--- src/rtl/dma_arb_pkg.sv ---
package dma_arb_pkg;

    typedef enum logic [1:0] {
        MODE_FIX_A  = 2'b00,
        MODE_FIX_B  = 2'b01,
        MODE_SEL_RR = 2'b10,
        MODE_ALL_RR = 2'b11
    } prio_mode_e;

    typedef enum logic {
        ST_IDLE = 1'b0,
        ST_BUSY = 1'b1
    } arb_state_e;

endpackage

--- src/rtl/dma_arb_rotor.sv ---
module dma_arb_rotor
    import dma_arb_pkg::*;
#(
    parameter int NCH  = 4,
    parameter int IDXW = 2
) (
    input  logic            clk,
    input  logic            rst_n,
    input  prio_mode_e      mode,
    input  logic            advance,
    input  logic [IDXW-1:0] done_idx,
    output logic [IDXW-1:0] ptr_eff
);
    logic [IDXW-1:0] ptr_q;
    prio_mode_e      mode_q;
    logic            mode_chg;
    logic [IDXW-1:0] ptr_inc;

    assign mode_chg = (mode != mode_q);
    assign ptr_eff  = mode_chg ? '0 : ptr_q;
    assign ptr_inc  = (done_idx == IDXW'(NCH - 1)) ? '0 : done_idx + 1'b1;

    always_ff @(posedge clk) begin
        if (!rst_n) begin
            ptr_q  <= '0;
            mode_q <= MODE_FIX_A;
        end else begin
            mode_q <= mode;
            if (mode_chg)
                ptr_q <= '0;
            else if (advance)
                ptr_q <= ptr_inc;
        end
    end
endmodule

--- src/rtl/dma_arb_rank.sv ---
module dma_arb_rank
    import dma_arb_pkg::*;
#(
    parameter int NCH  = 4,
    parameter int IDXW = 2,
    parameter int RW   = 3
) (
    input  prio_mode_e               mode,
    input  logic [NCH-1:0]           rr_mask,
    input  logic [IDXW-1:0]          ptr,
    output logic [NCH-1:0][RW-1:0]   rank_o
);
    logic [RW-1:0] ptr_w;
    assign ptr_w = {1'b0, ptr};

    for (genvar i = 0; i < NCH; i++) begin : g_chan
        localparam logic [RW-1:0] CI   = RW'(i);
        localparam logic [RW-1:0] FIXB = (i == 0) ? RW'(0) :
                                         (i == 1) ? RW'(NCH - 1) : RW'(i - 1);
        logic [RW-1:0] rot;

        always_comb begin
            rot = (CI >= ptr_w) ? (CI - ptr_w) : (CI + RW'(NCH) - ptr_w);
            unique case (mode)
                MODE_FIX_A:  rank_o[i] = CI;
                MODE_FIX_B:  rank_o[i] = FIXB;
                MODE_ALL_RR: rank_o[i] = rot;
                MODE_SEL_RR: rank_o[i] = rr_mask[i] ? rot : (RW'(NCH) + CI);
                default:     rank_o[i] = CI;
            endcase
        end
    end
endmodule

--- src/rtl/dma_arb_pick.sv ---
module dma_arb_pick #(
    parameter int NCH  = 4,
    parameter int IDXW = 2,
    parameter int RW   = 3
) (
    input  logic [NCH-1:0]          req,
    input  logic [NCH-1:0][RW-1:0]  rank_i,
    output logic [NCH-1:0]          win_oh,
    output logic [IDXW-1:0]         win_idx,
    output logic                    win_any
);
    logic [RW-1:0] best;

    always_comb begin
        best    = '1;
        win_any = 1'b0;
        win_idx = '0;
        for (int i = 0; i < NCH; i++) begin
            if (req[i] && (!win_any || rank_i[i] < best)) begin
                best    = rank_i[i];
                win_idx = IDXW'(i);
                win_any = 1'b1;
            end
        end
        win_oh = win_any ? (NCH'(1) << win_idx) : '0;
    end
endmodule

--- src/rtl/dma_prio_arb.sv ---
module dma_prio_arb
    import dma_arb_pkg::*;
#(
    parameter int NCH = 4
) (
    input  logic           clk,
    input  logic           rst_n,
    input  logic [NCH-1:0] req,
    input  logic [1:0]     mode,
    input  logic [NCH-1:0] rr_mask,
    input  logic           xfer_done,
    output logic [NCH-1:0] grant,
    output logic           grant_vld
);
    localparam int IDXW = (NCH > 1) ? $clog2(NCH) : 1;
    localparam int RW   = IDXW + 1;

    prio_mode_e              mode_e;
    arb_state_e              state_q, state_d;
    logic [IDXW-1:0]         ptr_eff;
    logic [NCH-1:0][RW-1:0]  ranks;
    logic [NCH-1:0]          win_oh;
    logic [IDXW-1:0]         win_idx;
    logic                    win_any;
    logic [NCH-1:0]          grant_q;
    logic [IDXW-1:0]         gidx_q;
    logic                    rotate_adv;

    assign mode_e = prio_mode_e'(mode);

    dma_arb_rotor #(.NCH(NCH), .IDXW(IDXW)) u_rotor (
        .clk      (clk),
        .rst_n    (rst_n),
        .mode     (mode_e),
        .advance  (rotate_adv),
        .done_idx (gidx_q),
        .ptr_eff  (ptr_eff)
    );

    dma_arb_rank #(.NCH(NCH), .IDXW(IDXW), .RW(RW)) u_rank (
        .mode    (mode_e),
        .rr_mask (rr_mask),
        .ptr     (ptr_eff),
        .rank_o  (ranks)
    );

    dma_arb_pick #(.NCH(NCH), .IDXW(IDXW), .RW(RW)) u_pick (
        .req     (req),
        .rank_i  (ranks),
        .win_oh  (win_oh),
        .win_idx (win_idx),
        .win_any (win_any)
    );

    // Pointer advance: only on completion of a channel that rotates in this mode
    always_comb begin
        rotate_adv = 1'b0;
        if (state_q == ST_BUSY && xfer_done) begin
            unique case (mode_e)
                MODE_ALL_RR: rotate_adv = 1'b1;
                MODE_SEL_RR: rotate_adv = rr_mask[gidx_q];
                default:     rotate_adv = 1'b0;
            endcase
        end
    end

    // Next-state: WAIT / ARBITRATE / HOLD / RELEASE
    always_comb begin
        state_d = state_q;
        unique case (state_q)
            ST_IDLE: if (win_any)   state_d = ST_BUSY;
            ST_BUSY: if (xfer_done) state_d = ST_IDLE;
            default:                state_d = ST_IDLE;
        endcase
    end

    // State register
    always_ff @(posedge clk) begin
        if (!rst_n) state_q <= ST_IDLE;
        else        state_q <= state_d;
    end

    // Output register
    always_ff @(posedge clk) begin
        if (!rst_n) begin
            grant_q <= '0;
            gidx_q  <= '0;
        end else begin
            unique case (state_q)
                ST_IDLE: if (win_any) begin
                    grant_q <= win_oh;
                    gidx_q  <= win_idx;
                end
                ST_BUSY: if (xfer_done) grant_q <= '0;
                default: grant_q <= '0;
            endcase
        end
    end

    assign grant     = grant_q;
    assign grant_vld = (state_q == ST_BUSY);
endmodule

--- config.mk ---
export PLATFORM = sky130hd
export DESIGN_NAME = dma_prio_arb
export DESIGN_NICKNAME = d
export VERILOG_FILES = /design/src/rtl/dma_arb_pkg.sv /design/src/rtl/dma_arb_rotor.sv /design/src/rtl/dma_arb_rank.sv /design/src/rtl/dma_arb_pick.sv /design/src/rtl/dma_prio_arb.sv
export SDC_FILE = /design/constraint.sdc
export NUM_CORES = 1
export LEC_CHECK = 0
export BUFFER_PORTS_ARGS = -buffer_cell sky130_fd_sc_hd__buf_2
export CAP_MARGIN = 20
export CORE_MARGIN = 10
export CORE_UTILIZATION = 54
export DETAILED_ROUTE_END_ITERATION = 10
export MAX_ROUTING_LAYER = met4
export PLACE_DENSITY = 0.75
export SLEW_MARGIN = 0
export SYNTH_ARGS = -nofsm -noshare
export SYNTH_HDL_FRONTEND = slang
export SYNTH_HIERARCHICAL = 1
export SYNTH_SLANG_ARGS = --single-unit
--- constraint.sdc ---
create_clock -name clk -period 5.1 [get_ports clk]
set_input_delay 0.255 -clock clk [delete_from_list [all_inputs] [get_ports clk]]
set_output_delay 0.255 -clock clk [all_outputs]
set_load 0.05 [all_outputs]
Word-level counts from Yosys, hierarchy flattened. Index checks and enable logic that the tools add are counted. Widths: inputs -> output; s select.

Bitwise gates (word level): 2. Muxes and demuxes: 34. Add/subtract/negate cells: 9. $lt $le $gt $ge: 8. Reduce and logical (&&, ||, !) cells: 15. Shifts and indexed selects: 1. Eq/ne operators: 7.

Operators with widths (number): $pmux 3 s4 (3); $mux 3 (11); $sub 3x2->3 const A (4); $lt 3x3->1 (3); $mux 1 (9); $pmux 3 s3 (1); $mux 2 (4); $mux 4 (2); $pmux 4 s2 (1); $eq 2x2->1 const B (3); $sub 1x2->3 const A (2); $sub 2x2->3 const A (2); $ge 1x2->1 const A (2); $ge 2x2->1 const A (2); $logic_and 1x1->1 (4); $pmux 1 s2 (2); $reduce_and 2->1 (2); $reduce_or 2->1 (2); $shl 1x2->4 const A (1); $logic_not 1->1 (3); $logic_or 1x1->1 (3); $lt 2x3->1 const B (1); $add 2x1->2 const B (1); $bmux 1 s2 (1); 6 further kinds (7).

Register bits after elaboration: 11. Bits of input ports: 13. Output and inout port bits: 5. Logic and storage cells: 81.

Logic depth before layout (Yosys ltp). Gate-level depths: netlist of run 1.

Depth in word-level cells: 22. Mapped depth: 23.

Modules after synthesis. Netlist of run 1, hierarchy kept.

Modules (own cells, without submodules): dma_arb_pick (instances 1, cells each 62, sequential area each 0.0 sq um, area each 447.9 sq um); dma_prio_arb (instances 1, cells each 30, sequential area each 140.1 sq um, area each 307.8 sq um); dma_arb_rank (instances 1, cells each 27, sequential area each 0.0 sq um, area each 214.0 sq um); dma_arb_rotor (instances 1, cells each 17, sequential area each 80.1 sq um, area each 190.2 sq um).

Worst setup path after synthesis of run 1. OpenSTA, ideal clock, no wires.

Kind: reg2reg. From: register u_rotor.mode_q[1]. To: register grant_q[1], in the netlist grant[1]. Slack: 494 ps. Period minus slack after synthesis: 4606 ps. Cell stages (with the launch flop): 21. Arrival time: 4488 ps. Path buffers: 0. Cell sequence: dfxtp_1 xor2_1 nor3b_1 inv_1 ha_1 nor3_2 nand3b_1 a311oi_1 o32ai_1 ha_1 a21oi_1 nand2_1 o41ai_4 nor2_1 a21oi_1 ha_1 a211oi_1 o211ai_2 nor4b_2 a22oi_1 nor2b_1.

RTL lines: start, declared (RTL line dma_arb_rotor.sv:15) `prio_mode_e mode_q;`; start signal, assigned (RTL line dma_arb_rotor.sv:28) `mode_q <= mode;`; end signal, assigned (RTL line dma_prio_arb.sv:91) `grant_q <= win_oh;`; end, declared (RTL line dma_prio_arb.sv:25) `logic [NCH-1:0] grant_q;`.

==> results of run 1 <==
-- cell families after synthesis --
logic type | after synthesis | share of synthesized area, %
simple gates | 52 | 28.05
flops | 11 | 18.99
compound gates | 45 | 32.15
xor+xnor | 2 | 1.511
mux | 5 | 4.638
fa+ha+maj | 8 | 8.630
buf+inv | 13 | 6.041
-- cell usage after synthesis (2+ instances only) --
master and number:
sky130_fd_sc_hd__nor2_2 2, sky130_fd_sc_hd__a311oi_1 2, sky130_fd_sc_hd__nand2b_1 3, sky130_fd_sc_hd__nor3b_1 2, sky130_fd_sc_hd__o21bai_1 2, sky130_fd_sc_hd__o211ai_1 4, sky130_fd_sc_hd__buf_6 2, sky130_fd_sc_hd__xor2_1 2
sky130_fd_sc_hd__nor2b_1 10, sky130_fd_sc_hd__o21ai_0 3, sky130_fd_sc_hd__a21oi_1 7, sky130_fd_sc_hd__nor3_1 2, sky130_fd_sc_hd__inv_1 9, sky130_fd_sc_hd__mux2i_1 4, sky130_fd_sc_hd__dfxtp_1 11, sky130_fd_sc_hd__ha_1 8
sky130_fd_sc_hd__nor3_2 2, sky130_fd_sc_hd__and2_1 2, sky130_fd_sc_hd__a22oi_1 4, sky130_fd_sc_hd__nor2_1 8, sky130_fd_sc_hd__a21o_1 2, sky130_fd_sc_hd__nand2_1 8, sky130_fd_sc_hd__o22ai_1 2, sky130_fd_sc_hd__o21ai_1 2
-- through the flow --
stage / cells / power, mW / TNS, ns
3_5_place_dp: 180 / 0.1985 / 0
3_3_place_gp: 180 / 0.1955 / 0
2_1_floorplan: 136 / 0.1751 / 0
6_report: 184 / 0.2578 / 0
5_1_grt: 184 / 0.2762 / -0.0009290
4_1_cts: 184 / 0.2582 / 0
-- power groups by stage --
stage	clock, mW	combinational (mW)	sequential [mW]
after floorplan	0	0.0664	0.109
after global placement	0	0.0963	0.0991
after detailed placement	0	0.0990	0.0996
after CTS	0.0611	0.0995	0.0977
after global routing	0.0659	0.112	0.0988
final	0.0587	0.101	0.0978
-- per-layer routing --
metal / vias up / wire, um
li1: 549 / -
met1: 531 / 1293
met2: 34 / 1322
met3: 4 / 148
met4: 0 / 21
met5: - / 0
-- sequential cells by signal (all words and copies together), names as in the netlist --
| name | flops |
|---|---|
| gidx_q | 2 |
| u_rotor/mode_q | 2 |
| u_rotor/ptr_q | 2 |
| grant_vld | 1 |
| grant | 4 |
-- critical path: cells and delay by family (launching register included) --
family	cells	cell delay, ns
AO/OA/AOI/OAI	8	1.65
XOR/XNOR	1	0.20
adder cells (fa/ha/maj)	3	0.99
buffers and inverters	1	0.15
flip-flops	1	0.31
AND/OR/NAND/NOR	7	1.40
-- cell usage in the layout (no fill, tap or decap), types with 2 or more instances in the layout --
cell,count
sky130_fd_sc_hd__o21bai_1,2
sky130_fd_sc_hd__o21ai_1,2
sky130_fd_sc_hd__nand2_1,8
sky130_fd_sc_hd__o22ai_1,2
sky130_fd_sc_hd__a21o_1,2
sky130_fd_sc_hd__buf_4,3
sky130_fd_sc_hd__mux2i_1,4
sky130_fd_sc_hd__clkbuf_4,3
sky130_fd_sc_hd__a211oi_2,2
sky130_fd_sc_hd__nor3b_1,2
sky130_fd_sc_hd__inv_1,9
sky130_fd_sc_hd__buf_2,17
sky130_fd_sc_hd__xor2_1,2
sky130_fd_sc_hd__nor2b_1,10
sky130_fd_sc_hd__a21oi_1,7
sky130_fd_sc_hd__dfxtp_1,11
sky130_fd_sc_hd__nor2_2,2
sky130_fd_sc_hd__o211ai_1,4
sky130_fd_sc_hd__a311oi_1,2
sky130_fd_sc_hd__and2_1,2
sky130_fd_sc_hd__nor2_1,8
sky130_fd_sc_hd__a22oi_1,4
sky130_fd_sc_hd__nand2b_1,3
sky130_fd_sc_hd__o21ai_0,3
sky130_fd_sc_hd__ha_1,8
sky130_fd_sc_hd__nor3_1,2
-- area by class of cell --
class,count,share of cell area [%]
inverters,10,3.059
flip-flops and latches,11,16.83
repair buffers,20,8.222
well taps,27,2.581
multi-input cells,112,67.30
clock buffers,4,2.008
-- final timing paths --
check / start / endpoint / slack, ns / depth (start not counted)
worst max register to register: u_rotor/mode_q[1]$_SDFF_PN0_ / grant[0]$_SDFFE_PN0P_ / 0.30 / 20
worst max-delay path: u_rotor/mode_q[1]$_SDFF_PN0_ / grant[0]$_SDFFE_PN0P_ / 0.30 / 20
worst min register to register: u_rotor/ptr_q[0]$_SDFFE_PP0P_ / u_rotor/ptr_q[0]$_SDFFE_PP0P_ / 0.49 / 2
worst min-delay path: xfer_done / grant_vld$_SDFF_PN0_ / 0.22 / 2
==> summary.md, run 1 <==
| Metric | Value |
|---|---|
| Result of the run | completed |
| Met1 demand-to-capacity share in global routing | 16.21% |
| Number of detailed-routing iterations run before antenna repair | 4 |
| Number of core rows | 16 |
| Number of antenna violations at the first check in global routing | 0 |
| Crit path setup slack, layout | 0.3032 ns |
| Final slew viol count | 0 |
| CTS clk-pin slew, worst paths | 0.07 ns |
| Data arrival time of the critical path | 4.96 ns |
| Total count of hold-check failures in the final report | 0 |
| Ordered list of cells on the worst path | xor2_1 > nor3b_1 > inv_1 > ha_1 > nor3_4 > nand3b_1 > a41o_1 > o32ai_1 > ha_1 > nor3_1 > o21ai_1 > o41ai_4 > nor2_1 > a21oi_1 > ha_1 > a211oi_2 > o211ai_2 > and4_1 > a22oi_1 > nor2b_1 |
| Setup repair bufs after CTS | 0 |
| Die height | 66.35 um |
| Count of mapped cells out of synthesis | 136 |
| Count of distinct cell types in the synthesized netlist | 57 |
| Area of the multi-input gates | 880.8 um^2 |
| Relative contribution of sequential cells to total power | 37.9% |
| Category of the worst setup path launch point | flip-flop |
| Clock tree skew after final layout | 0.002447 ns |
| Net count after synthesis | 157 |
| #FFs+latches synth | 11 |
| Final-report setup violation count | 0 |
| Maximum number of pins on one net before global-route repair | 14 |
| Switching power of the nets | 0.09535 mW |
| Gp weighted congestion | 0.8509 |
| TritonCTS clock tree | done |
| Hold_buf cts | 0 |
| Final design area excluding fillers | 0.001309 mm^2 |
| Leakage Power | 0.5504 nW |
| Kind of end point of the critical path | flip-flop |
| Fill cell total of the finished layout | 195 |
| H-tree levels | 1 |
| IO Count | 18 |
| Deepest clock path buffer count | 2 |
| Drt total wl | 2786 um |
| Worst vdd ir | 0.0002224 V |
| Number of enable-type register cells in the synthesized netlist | 0 |
| Post-route DRC | 0 |
| Least-Margin Pin Slew | 0.5156 ns |
| Worst slew margin | 65.51% |
| Buffers added on ports | 17 |
| Core occupancy in the finished layout | 65.38% |
| Net switching share of the total power | 36.99% |
| Number of buffers added by the clock tree synthesis step | 3 |
| Total internal power | 0.1624 mW |
| CP dominant cell by count | sky130_fd_sc_hd__ha_1 |
| Area growth syn-to-layout | 12.84% |
| Global Route met3 Usage | 3.390% |
| Largest fanout of any net on the critical path | 9 |
| Die Area | 0.004402 mm^2 |
| Critical Path Max Stage Delay | 0.38 ns |
| Total core area | 0.002002 mm^2 |
| Mean post-synth cell area | 8.528 um^2 |
| Worst path required time | 5.26 ns |
| Iteration-0 DRC count of the detailed router | 59 |
| Fraction of synthesis flops using an asynchronous set or reset pin | 0% |
| Syn. warnings | 6 |
| Worst setup path class | reg -> reg |
| Leading register cell type out of synthesis | sky130_fd_sc_hd__dfxtp_1 |
| Fin crit share | 94.06% |
| Post-detailed-placement cell area | 0.001271 mm^2 |
| CTS-repair resized insts | 0 |
| Number of global-route vias before repair | 1108 |
| Worst min-delay path category | in -> reg |
| Clk Latency, worst-skew pair | 0.26 ns |
| Clock network power share | 22.8% |
| Overall overflow remaining after global route | 0 |
| Number of nets with antenna violations after detailed routing | 0 |
| Area used by sequential logic in the layout | 220.2 um^2 |
| Logic gate share of total power | 39.3% |
| Number of max-cap violations | 0 |
| Die span in x | 66.35 um |
| Clock tree sinks | 11 |
| Top cells by area in the synthesized netlist | sky130_fd_sc_hd__dfxtp_1 19%, sky130_fd_sc_hd__ha_1 8.6%, sky130_fd_sc_hd__nor2b_1 5.4% |
| Cell with the biggest individual delay on the critical path | sky130_fd_sc_hd__ha_1 |
| Starting density of the core | 57.94% |
| Average detailed-routed wire length per instance | 15.14 um |
| Layer carrying the most global-route usage | met2 |
| Vias/cell | 6.076 |
| Total power per unit cell area | 197.0 mW/mm^2 |
| Number of nets in the layout | 179 |
| Fraction of the yosys area taken by sequential cells | 18.99% |
| Synth top area share | 18.99% |
| Share of post-route cells with drive strength above 1 | 26.75% |
| Total via count after detailed routing | 1118 |
| Worst hold margin | 0.2165 ns |
| ANT cells | 0 |
| Fmax | 208.5 MHz |
| Post-layout minimum cycle time | 4.797 ns |
| HPWL Detailed | 2282 um |
| Root Buffer Master | sky130_fd_sc_hd__clkbuf_4 |
| Wire length of the first global-routing pass | 4830 um |
| M2 GR Usage | 22.01% |
| Overall global routing resource usage | 13.41% |
| Setup slack at placement | 0.01967 ns |
| Synth area leader | sky130_fd_sc_hd__dfxtp_1 |
| Cell area after synthesis | 0.001160 mm^2 |
Note: power is estimated with default switching activity, not from simulation.
==> run 2: changes to the inputs <==
--- a/config.mk
+++ b/config.mk
@@ -12,6 +12,7 @@
 export DETAILED_ROUTE_END_ITERATION = 10
 export MAX_ROUTING_LAYER = met4
 export PLACE_DENSITY = 0.75
+export RECOVER_POWER = 100
 export SLEW_MARGIN = 0
 export SYNTH_ARGS = -nofsm -noshare
 export SYNTH_HDL_FRONTEND = slang
==> run 2 against run 1 <==
Compared with the run above:
- die area did not move
- register-to-register slack barely moved
- sequential power barely moved
- sequential cell count did not move
- utilization fell by 0.94 points
- global-route usage did not move
- cell count did not move
- critical endpoint unchanged
- clock power barely moved
==> summary.md, run 2 (synthesized netlist as in run 1, its figures left out) <==
| Metric | Value |
|---|---|
| Result of the run | completed (unchanged) |
| Total power per unit cell area | 198.5 mW/mm^2 (was 197.0 mW/mm^2) |
| IO Count | 18 (unchanged) |
| Share of post-route cells with drive strength above 1 | 21.02% (was 26.75%) |
| Total core area | 0.002002 mm^2 (unchanged) |
| Area growth syn-to-layout | 11.22% (was 12.84%) |
| Die Area | 0.004402 mm^2 (unchanged) |
| Clk Latency, worst-skew pair | 0.26 ns (about the same) |
| Number of nets in the layout | 179 (unchanged) |
| CTS clk-pin slew, worst paths | 0.07 ns (about the same) |
| Overall global routing resource usage | 13.41% (unchanged) |
| Maximum number of pins on one net before global-route repair | 14 (unchanged) |
| Fmax | 208.4 MHz (was 208.5 MHz) |
| Number of core rows | 16 (unchanged) |
| Total count of hold-check failures in the final report | 0 (unchanged) |
| Average detailed-routed wire length per instance | 15.32 um (was 15.14 um) |
| Clock tree skew after final layout | 0.002528 ns (was 0.002447 ns) |
| Worst path required time | 5.26 ns (about the same) |
| Overall overflow remaining after global route | 0 (unchanged) |
| Final slew viol count | 0 (unchanged) |
| Layer carrying the most global-route usage | met2 (unchanged) |
| Total via count after detailed routing | 1117 (was 1118) |
| Category of the worst setup path launch point | flip-flop (unchanged) |
| Leakage Power | 0.5211 nW (was 0.5504 nW) |
| Buffers added on ports | 17 (unchanged) |
| Least-Margin Pin Slew | 0.6551 ns (was 0.5156 ns) |
| Post-detailed-placement cell area | 0.001271 mm^2 (unchanged) |
| Root Buffer Master | sky130_fd_sc_hd__clkbuf_4 (unchanged) |
| HPWL Detailed | 2282 um (unchanged) |
| Number of nets with antenna violations after detailed routing | 0 (unchanged) |
| Worst slew margin | 56.33% (was 65.51%) |
| Number of buffers added by the clock tree synthesis step | 3 (unchanged) |
| Worst setup path class | reg -> reg (unchanged) |
| Vias/cell | 6.071 (was 6.076) |
| Fin crit share | 94.11% (was 94.06%) |
| Worst vdd ir | 0.0002222 V (was 0.0002224 V) |
| Starting density of the core | 57.94% (unchanged) |
| Wire length of the first global-routing pass | 4830 um (unchanged) |
| Setup repair after global routing missed its margin | no |
| Worst min-delay path category | in -> reg (unchanged) |
| Hold_buf cts | 0 (unchanged) |
| Met1 demand-to-capacity share in global routing | 16.21% (unchanged) |
| Flip-flop count of the largest register after layout | 4 (unchanged) |
| Number of antenna violations at the first check in global routing | 0 (unchanged) |
| Total power | 0.2561 mW (was 0.2578 mW) |
| Final design area excluding fillers | 0.001290 mm^2 (was 0.001309 mm^2) |
| Most used cells in the layout excluding fill and tap cells | 11 x sky130_fd_sc_hd__dfxtp_1, 10 x sky130_fd_sc_hd__nor2b_1, 10 x sky130_fd_sc_hd__buf_2 (was 17 x sky130_fd_sc_hd__buf_2, 11 x sky130_fd_sc_hd__dfxtp_1, 10 x sky130_fd_sc_hd__nor2b_1) |
| CTS-repair resized insts | 0 (unchanged) |
| Number of detailed-routing iterations run before antenna repair | 4 (unchanged) |
| Clock tree sinks | 11 (unchanged) |
| Largest fanout of any net on the critical path | 9 (unchanged) |
| Post-layout minimum cycle time | 4.799 ns (was 4.797 ns) |
| Die span in x | 66.35 um (unchanged) |
| Kind of end point of the critical path | flip-flop (unchanged) |
| Data arrival time of the critical path | 4.96 ns (about the same) |
| Aggregate negative setup slack | 0 ns (unchanged) |
| ANT cells | 0 (unchanged) |
| Post-route DRC | 0 (unchanged) |
| Die height | 66.35 um (unchanged) |
| Iteration-0 DRC count of the detailed router | 60 (was 59) |
| H-tree levels | 1 (unchanged) |
| Number of max-cap violations | 0 (unchanged) |
| M2 GR Usage | 22.01% (unchanged) |
| Fill cell total of the finished layout | 205 (was 195) |
| Number of global-route vias before repair | 1108 (unchanged) |
| Setup repair bufs after CTS | 0 (unchanged) |
| Final-report setup violation count | 0 (unchanged) |
| Gp weighted congestion | 0.8509 (unchanged) |
| TritonCTS clock tree | done (unchanged) |
| Most common library cell in the layout ignoring fill and taps | sky130_fd_sc_hd__dfxtp_1 (was sky130_fd_sc_hd__buf_2) |
| Deepest clock path buffer count | 2 (unchanged) |
| Global Route met3 Usage | 3.390% (unchanged) |
| Drt total wl | 2819 um (was 2786 um) |
==> run 2: cell count changes in the layout (fill, tap and decap cells not counted) <==
cell,before,now
sky130_fd_sc_hd__clkbuf_1,1,9
sky130_fd_sc_hd__buf_2,17,10
sky130_fd_sc_hd__buf_4,3,2
sky130_fd_sc_hd__a2111oi_0,1,2
sky130_fd_sc_hd__a2111oi_2,1,0
==> run 2: metal layers <==
| layer | wire length (um) | vias up |
|---|---|---|
| li1 | - | 549 |
| met1 | 1325 | 530 |
| met2 | 1341 | 36 |
| met3 | 135 | 2 |
| met4 | 17 | 0 |
| met5 | 0 | - |
==> run 2: where the power goes <==
part | internal (mW) | leakage (nW) | switching (mW)
Sequential | 0.0920 | 0.0904 | 0.00592
Combinational | 0.0387 | 0.416 | 0.0606
Clock | 0.0302 | 0.0150 | 0.0286
Total | 0.161 | 0.521 | 0.0951
==> run 2: worst max-delay path: stages (launching register included) <==
cell	delay (ns)
sky130_fd_sc_hd__dfxtp_1	0.31
sky130_fd_sc_hd__xor2_1	0.19
sky130_fd_sc_hd__nor3b_1	0.29
sky130_fd_sc_hd__inv_1	0.16
sky130_fd_sc_hd__ha_1	0.38
sky130_fd_sc_hd__nor3_4	0.29
sky130_fd_sc_hd__nand3b_1	0.19
sky130_fd_sc_hd__a41o_1	0.31
sky130_fd_sc_hd__o32ai_1	0.23
sky130_fd_sc_hd__ha_1	0.34
sky130_fd_sc_hd__nor3_1	0.26
sky130_fd_sc_hd__o21ai_1	0.18
sky130_fd_sc_hd__o41ai_4	0.13
sky130_fd_sc_hd__nor2_1	0.08
sky130_fd_sc_hd__a21oi_1	0.14
sky130_fd_sc_hd__ha_1	0.26
sky130_fd_sc_hd__a211oi_2	0.31
sky130_fd_sc_hd__o211ai_2	0.20
sky130_fd_sc_hd__and4_1	0.24
sky130_fd_sc_hd__a22oi_1	0.16
sky130_fd_sc_hd__nor2b_1	0.06
==> run 2: worst paths after layout <==
check	from	end	slack, ns	depth (start not counted)
max	u_rotor/mode_q[1]$_SDFF_PN0_	grant[0]$_SDFFE_PN0P_	0.30	20
min reg2reg	u_rotor/ptr_q[0]$_SDFFE_PP0P_	u_rotor/ptr_q[0]$_SDFFE_PP0P_	0.51	2
min	xfer_done	grant_vld$_SDFF_PN0_	0.22	2
max reg2reg	u_rotor/mode_q[1]$_SDFF_PN0_	grant[0]$_SDFFE_PN0P_	0.30	20
==> run 2: metrics by stage <==
step	hold slack [ns]	cells	util [%]	setup slack, ns
after global placement	0.4730	180	63.50	0.1912
after global routing	0.2107	184	64.44	0.01432
after floorplan	0.3485	136	-	0.4940
final	0.2156	184	64.44	0.3006
after detailed placement	0.4873	180	63.50	0.01967
after CTS	0.2049	184	64.81	0.1641
==> run 2: area by class of cell <==
class	count	area, um^2	share of cell area, %
multi-input combinational	112	874.6	67.80
inverter	10	40.04	3.104
timing repair buffer	20	95.09	7.371
clock buffer	4	26.28	2.037
sequential	11	220.2	17.07
tap	27	33.78	2.619
